`src/rtl/bseq_pkg.sv`:
```
package bseq_pkg;

  typedef enum logic [1:0] {
    SZ_BYTE     = 2'd0,
    SZ_WORD     = 2'd1,
    SZ_LONG     = 2'd2,
    SZ_LONG_ALT = 2'd3
  } xfer_size_e;

  typedef enum logic [1:0] {
    ST_IDLE  = 2'd0,
    ST_BUS   = 2'd1,
    ST_FAULT = 2'd2
  } seq_state_e;

  // Size codes with bit 1 set move two bus words.
  function automatic logic is_long(input logic [1:0] size);
    return size[1];
  endfunction

endpackage

```
`src/rtl/bseq_align_chk.sv`:
```
module bseq_align_chk #(
  parameter int OFF_W = 1
) (
  input  logic [1:0]       size,
  input  logic [OFF_W-1:0] byte_off,
  output logic             fault
);
  import bseq_pkg::*;

  // Anything wider than a byte must start on a bus-word boundary.
  assign fault = (size != SZ_BYTE) && (|byte_off);

endmodule

```
`src/rtl/bseq_lane_steer.sv`:
```
module bseq_lane_steer #(
  parameter int BUS_W  = 16,
  parameter int DATA_W = 32,
  parameter int LANES  = BUS_W / 8,
  parameter int OFF_W  = (LANES > 1) ? $clog2(LANES) : 1
) (
  input  logic [1:0]        size,
  input  logic [OFF_W-1:0]  byte_off,
  input  logic              second_beat,
  input  logic [DATA_W-1:0] wdata,
  output logic [LANES-1:0]  be,
  output logic [BUS_W-1:0]  lane_data
);
  import bseq_pkg::*;

  logic single;
  logic upper_half;

  assign single     = (size == SZ_BYTE);
  assign upper_half = is_long(size) && !second_beat;

  // Big-endian: byte offset 0 sits on the most significant lane.
  for (genvar l = 0; l < LANES; l++) begin : g_lane
    localparam int OFS = LANES - 1 - l;
    logic hit;
    assign hit = (byte_off == OFF_W'(OFS));
    assign be[l] = single ? hit : 1'b1;
    assign lane_data[l*8 +: 8] =
      single     ? (hit ? wdata[7:0] : 8'h00) :
      upper_half ? wdata[BUS_W + l*8 +: 8] :
                   wdata[l*8 +: 8];
  end

endmodule

```
`src/rtl/bseq_read_pack.sv`:
```
module bseq_read_pack #(
  parameter int BUS_W  = 16,
  parameter int DATA_W = 32,
  parameter int LANES  = BUS_W / 8,
  parameter int OFF_W  = (LANES > 1) ? $clog2(LANES) : 1
) (
  input  logic [1:0]        size,
  input  logic [OFF_W-1:0]  byte_off,
  input  logic [BUS_W-1:0]  first_word,
  input  logic [BUS_W-1:0]  last_word,
  output logic [DATA_W-1:0] rdata
);
  import bseq_pkg::*;

  logic [7:0] picked;

  always_comb begin
    picked = last_word[(LANES - 1 - int'(byte_off)) * 8 +: 8];
    rdata  = '0;
    if (size == SZ_BYTE) begin
      rdata[7:0] = picked;
    end else if (is_long(size)) begin
      rdata[DATA_W-1 -: BUS_W] = first_word;
      rdata[BUS_W-1:0]         = last_word;
    end else begin
      rdata[BUS_W-1:0] = last_word;
    end
  end

endmodule

```
`src/rtl/be16_bus_seq.sv`:
```
module be16_bus_seq #(
  parameter int ADDR_W = 32,
  parameter int EXT_AW = 24,
  parameter int DATA_W = 32,
  parameter int BUS_W  = 16
) (
  input  logic              clk,
  input  logic              rst,
  input  logic              req_valid,
  output logic              req_ready,
  input  logic [ADDR_W-1:0] req_addr,
  input  logic [1:0]        req_size,
  input  logic              req_write,
  input  logic [DATA_W-1:0] req_wdata,
  output logic              rsp_valid,
  output logic [DATA_W-1:0] rsp_rdata,
  output logic              addr_err,
  output logic              mem_req,
  output logic [EXT_AW-1:0] mem_addr,
  output logic              mem_we,
  output logic [BUS_W/8-1:0] mem_be,
  output logic [BUS_W-1:0]  mem_wdata,
  input  logic              mem_ack,
  input  logic [BUS_W-1:0]  mem_rdata
);
  import bseq_pkg::*;

  localparam int LANES = BUS_W / 8;
  localparam int OFF_W = (LANES > 1) ? $clog2(LANES) : 1;
  localparam logic [EXT_AW-1:0] BEAT_STEP = EXT_AW'(LANES);

  seq_state_e        state;
  logic [1:0]        size_q;
  logic [OFF_W-1:0]  off_q;
  logic [DATA_W-1:0] wdata_q;
  logic              we_q;
  logic              beat1_q;
  logic [BUS_W-1:0]  first_q;

  logic              take;
  logic              fault_now;
  logic              idle;
  logic [1:0]        st_size;
  logic [OFF_W-1:0]  st_off;
  logic [DATA_W-1:0] st_wdata;
  logic [LANES-1:0]  st_be;
  logic [BUS_W-1:0]  st_data;
  logic [DATA_W-1:0] packed_rd;
  logic              unused_addr_hi;

  assign unused_addr_hi = ^req_addr[ADDR_W-1:EXT_AW];

  assign idle     = (state == ST_IDLE);
  assign take     = idle && req_valid && req_ready;
  assign st_size  = idle ? req_size : size_q;
  assign st_off   = idle ? req_addr[OFF_W-1:0] : off_q;
  assign st_wdata = idle ? req_wdata : wdata_q;

  bseq_align_chk #(.OFF_W(OFF_W)) align_i (
    .size     (req_size),
    .byte_off (req_addr[OFF_W-1:0]),
    .fault    (fault_now)
  );

  bseq_lane_steer #(
    .BUS_W(BUS_W), .DATA_W(DATA_W), .LANES(LANES), .OFF_W(OFF_W)
  ) steer_i (
    .size        (st_size),
    .byte_off    (st_off),
    .second_beat (!idle),
    .wdata       (st_wdata),
    .be          (st_be),
    .lane_data   (st_data)
  );

  bseq_read_pack #(
    .BUS_W(BUS_W), .DATA_W(DATA_W), .LANES(LANES), .OFF_W(OFF_W)
  ) pack_i (
    .size       (size_q),
    .byte_off   (off_q),
    .first_word (first_q),
    .last_word  (mem_rdata),
    .rdata      (packed_rd)
  );

  always_ff @(posedge clk) begin
    if (rst) begin
      state     <= ST_IDLE;
      req_ready <= 1'b1;
      rsp_valid <= 1'b0;
      rsp_rdata <= '0;
      addr_err  <= 1'b0;
      mem_req   <= 1'b0;
      mem_addr  <= '0;
      mem_we    <= 1'b0;
      mem_be    <= '0;
      mem_wdata <= '0;
      size_q    <= SZ_BYTE;
      off_q     <= '0;
      wdata_q   <= '0;
      we_q      <= 1'b0;
      beat1_q   <= 1'b0;
      first_q   <= '0;
    end else begin
      rsp_valid <= 1'b0;
      addr_err  <= 1'b0;
      unique case (state)
        ST_IDLE: begin
          if (take) begin
            req_ready <= 1'b0;
            if (fault_now) begin
              addr_err <= 1'b1;
              state    <= ST_FAULT;
            end else begin
              mem_req   <= 1'b1;
              mem_addr  <= req_addr[EXT_AW-1:0];
              mem_we    <= req_write;
              mem_be    <= st_be;
              mem_wdata <= st_data;
              size_q    <= req_size;
              off_q     <= req_addr[OFF_W-1:0];
              wdata_q   <= req_wdata;
              we_q      <= req_write;
              beat1_q   <= 1'b0;
              state     <= ST_BUS;
            end
          end
        end
        ST_BUS: begin
          if (mem_ack) begin
            if (is_long(size_q) && !beat1_q) begin
              first_q   <= mem_rdata;
              beat1_q   <= 1'b1;
              mem_addr  <= mem_addr + BEAT_STEP;
              mem_be    <= st_be;
              mem_wdata <= st_data;
            end else begin
              mem_req   <= 1'b0;
              mem_we    <= 1'b0;
              mem_be    <= '0;
              mem_wdata <= '0;
              rsp_valid <= 1'b1;
              rsp_rdata <= we_q ? '0 : packed_rd;
              req_ready <= 1'b1;
              state     <= ST_IDLE;
            end
          end
        end
        ST_FAULT: begin
          req_ready <= 1'b1;
          state     <= ST_IDLE;
        end
        default: state <= ST_IDLE;
      endcase
    end
  end

endmodule

```
`config.mk`:
```
export PLATFORM = sky130hd
export DESIGN_NAME = be16_bus_seq
export DESIGN_NICKNAME = d
export VERILOG_FILES = /design/src/rtl/bseq_pkg.sv /design/src/rtl/bseq_align_chk.sv /design/src/rtl/bseq_lane_steer.sv /design/src/rtl/bseq_read_pack.sv /design/src/rtl/be16_bus_seq.sv
export SDC_FILE = /design/constraint.sdc
export NUM_CORES = 1
export LEC_CHECK = 0
export BUFFER_PORTS_ARGS = -buffer_cell sky130_fd_sc_hd__buf_2
export CORE_AREA = 2 2 135 150
export CTS_CLUSTER_SIZE = 30
export DETAILED_ROUTE_END_ITERATION = 7
export DIE_AREA = 0 0 137 152
export PLACE_DENSITY_LB_ADDON = 0.2
export REMOVE_ABC_BUFFERS = 1
export SYNTH_ARGS = -nofsm -noshare
export SYNTH_HDL_FRONTEND = slang
export SYNTH_SLANG_ARGS = --single-unit
```
`constraint.sdc`:
```
create_clock -name clk -period 2.02 [get_ports clk]
set_input_delay 0.101 -clock clk [delete_from_list [all_inputs] [get_ports clk]]
set_output_delay 0.101 -clock clk [all_outputs]
set_load 0.01 [all_outputs]
```
==> run_results.csv <==
group,metric,value,unit
status,status,"completed",
routing,drt_iter0_drc,300,
sta,finalHoldViolations,0,
clock_tree,cts.sinks,134,
clock_tree,cts.path.max_buffers,2,
sta,clock.fmax,502,MHz
sta,rsz0062_at_grt,"yes",
synth,yosysTopAreaCell,"dfxtp_1",
clock_tree,clk_pin_slew,0.06,ns
min_path,hp-class,"in2reg",
sta,skew,0.00820,ns
sta,worst_slew_pin_slew,0.420,ns
synth,synth.distinct_cells,52,
grt,grt_overflow,0,
die,die_area,20800,um^2
setup_path,crit_path_max_fanout,5,
clock_tree,htreeDepth,4,
setup_path,crit_family,"simple AND/OR/NAND/NOR gates",
layout,drive_gt1_frac,0.308,
clock_tree,cts_root_buffer,"clkbuf_16",
grt,grt_pass1_vias,5695,
setup_path,worstSetupEndpointType,"register",
setup_path,max_stage_delay,0.51,ns
die,ios,166,
sta,period_minus_slack,1.99,ns
routing,wl_per_cell,15.6,um
layout,diodes,0,
layout,fill_cells,1969,
setup_path,cpMaxStageDelayCell,"or4b_1",
die,die_h,152,um
grt,grt_max_degree,37,
sta,slew_headroom,0.720,
placement,routabilityCongestion,0.800,
die,rows,54,
layout,final_common_cell,"buf_2",
synth,synthesis.area,5860,um^2
setup_path,worst_ep_required_time,2.37,ns
routing,firstDrtPassIters,4,
flow_run,drv_cap,0,
setup_path,crit_type,"reg2reg",
synth,yosys_warnings,0,
die,initial_core_util,0.301,
placement,port_buffers,157,
clock_tree,clk_latency,0.42,ns
sta,period_share,0.986,
routing,ant_nets,0,
synth,synth.area.top_cells,"dfxtp_1 (46%), nand2_1 (8.2%), a21oi_1 (7.3%)",
synth,syn_inst,679,
routing,vias_per_cell,4.93,
layout,num-nets-final,1015,
synth,synth.avg_cell_area,8.64,um^2
placement,dp_hpwl,12800,um
synth,synth_edf_count,0,
synth,yosysTopAreaCellShare,0.457,
synth,synthFlopType,"dfxtp_1",
routing,via_count,5861,
synth,ys_ff_latch,134,
routing,drc_errors,0,
grt,grt_use_total,0.177,
setup_path,path_cells,"inv_4 -> ha_4 -> buf_6 -> a211o_4 -> or4b_1 -> mux2_4 -> a21oi_2",
layout,synthToLayoutAreaGrowth,46.7,%
grt,antenna_found_initial,0,
layout,layout.cells.most_common_list,"buf_2 (156), dfxtp_1 (132), nand2_1 (128), a21oi_1 (85), dlygate4sd3_1 (62)",
setup_path,critPathArrivalTime,2.34,ns
sta,drv_slew,0,
pwr,powerDensity,1340,nW/um^2
clock_tree,tritoncts,"built",
pwr,p_leak,0.00356,uW
setup_path,path_buf_inv,2,
die,die_w,137,um
layout,post-route-util,0.442,
synth,synthArstFlopShare,0,
sta,worst_hold_slack,0.0172,ns
pwr,power.ir.vdd_worst,0.756,mV
sta,setup-violations-final,0,
setup_path,start_kind,"register",
grt,grt_pass1_wl,29400,um
routing,routed_wl,18500,um
clock_tree,numCtsBuffers,17,
die,coreArea,19500,um^2
synth,synth_seq_area_share,0.457,
## worst paths after layout
kind	startpoint	endpoint	slack, ns	cells after the start
max	state[1]	mem_addr[18]	0.03	7
min	req_addr[10]	mem_addr[10]	0.02	3
max reg2reg	state[1]	mem_addr[18]	0.03	7
min reg2reg	wdata_q[27]	wdata_q[27]	0.45	2
## sequential cells by signal, summed over array words and instances (netlist names), 2 cells and up
signal     count
mem_be         2
wdata_q       32
state          2
first_q       16
rsp_rdata     32
size_q         2
mem_wdata     16
mem_addr      24
## cell type report
| class | instances | area [um^2] | area share |
|---|---|---|---|
| tap | 252 | 315 | 0.0366 |
| inverter | 8 | 32.5 | 0.00378 |
| sequential | 134 | 2690 | 0.312 |
| timing repair buffer | 277 | 1920 | 0.223 |
| multi-input combinational | 485 | 3030 | 0.352 |
| clock buffer | 18 | 439 | 0.0510 |
| clock inverter | 14 | 186 | 0.0217 |
## tightest hold or removal path, cell delays in order
cell and delay [ns]:
buf_2 0.09, a22oi_1 0.06, o22ai_1 0.13
## per-layer routing
layer	global-route usage	up-vias	share of wire	wire, um
met5	0	-	0	0
met1	0.232	2718	0.46	8570
met3	0.0400	10	0.054	997
li1	-	2980	-	-
met2	0.294	153	0.48	8830
met4	0.0427	0	0.0078	144
## logic make-up (layout without fill, tap and decap cells)
logic type,Yosys count,after routing,share of synthesized area
and+or+nand+nor,241,241,0.187
muxes,38,38,0.0841
AOI/OAI and AO/OA,201,201,0.221
adders and majority gates,5,5,0.0107
DFF,134,134,0.457
buffers and inverters,60,317,0.0403
## Yosys cell counts (9+ instances only)
library cell  instances
dfxtp_1             134
nand2_1             128
a21oi_1              86
clkbuf_1             40
nor2_1               35
a22oi_1              29
a22o_1               25
mux2i_1              20
nand3_1              17
o22ai_1              17
nor3_1               13
nor4_1               11
mux2_2               10
nand4_1               9
## through the flow
step | power [uW] | worst slack [ns] | std cells | instance area (um^2) | setup TNS [ns]
floorplan | 5960 | -1.62 | 627 | 5660 | -110.46
global placement | 8010 | -0.0281 | 1094 | 7260 | -0.0281
detailed placement | 8010 | -0.0394 | 1094 | 7260 | -0.0707
CTS | 11500 | 0.00643 | 1188 | 8520 | 0
global route | 12200 | -0.0465 | 1188 | 8600 | -0.0512
finish | 11500 | 0.0275 | 1188 | 8600 | 0
## power breakdown
group          leakage, uW  internal, uW  switching [uW]
logic              0.00216          2160            2610
clock network     0.000306          2010            1260
registers          0.00109          3120             320
## what timing repair did
item                       4_1_cts  5_1_grt
resized for setup                4       19
setup buffers                    0        1
hold endpoints to repair        72        0
hold buffers                    62        0
setup endpoints to repair       23       52
pin swaps                        1        4
(Power assumes the default switching activity.)
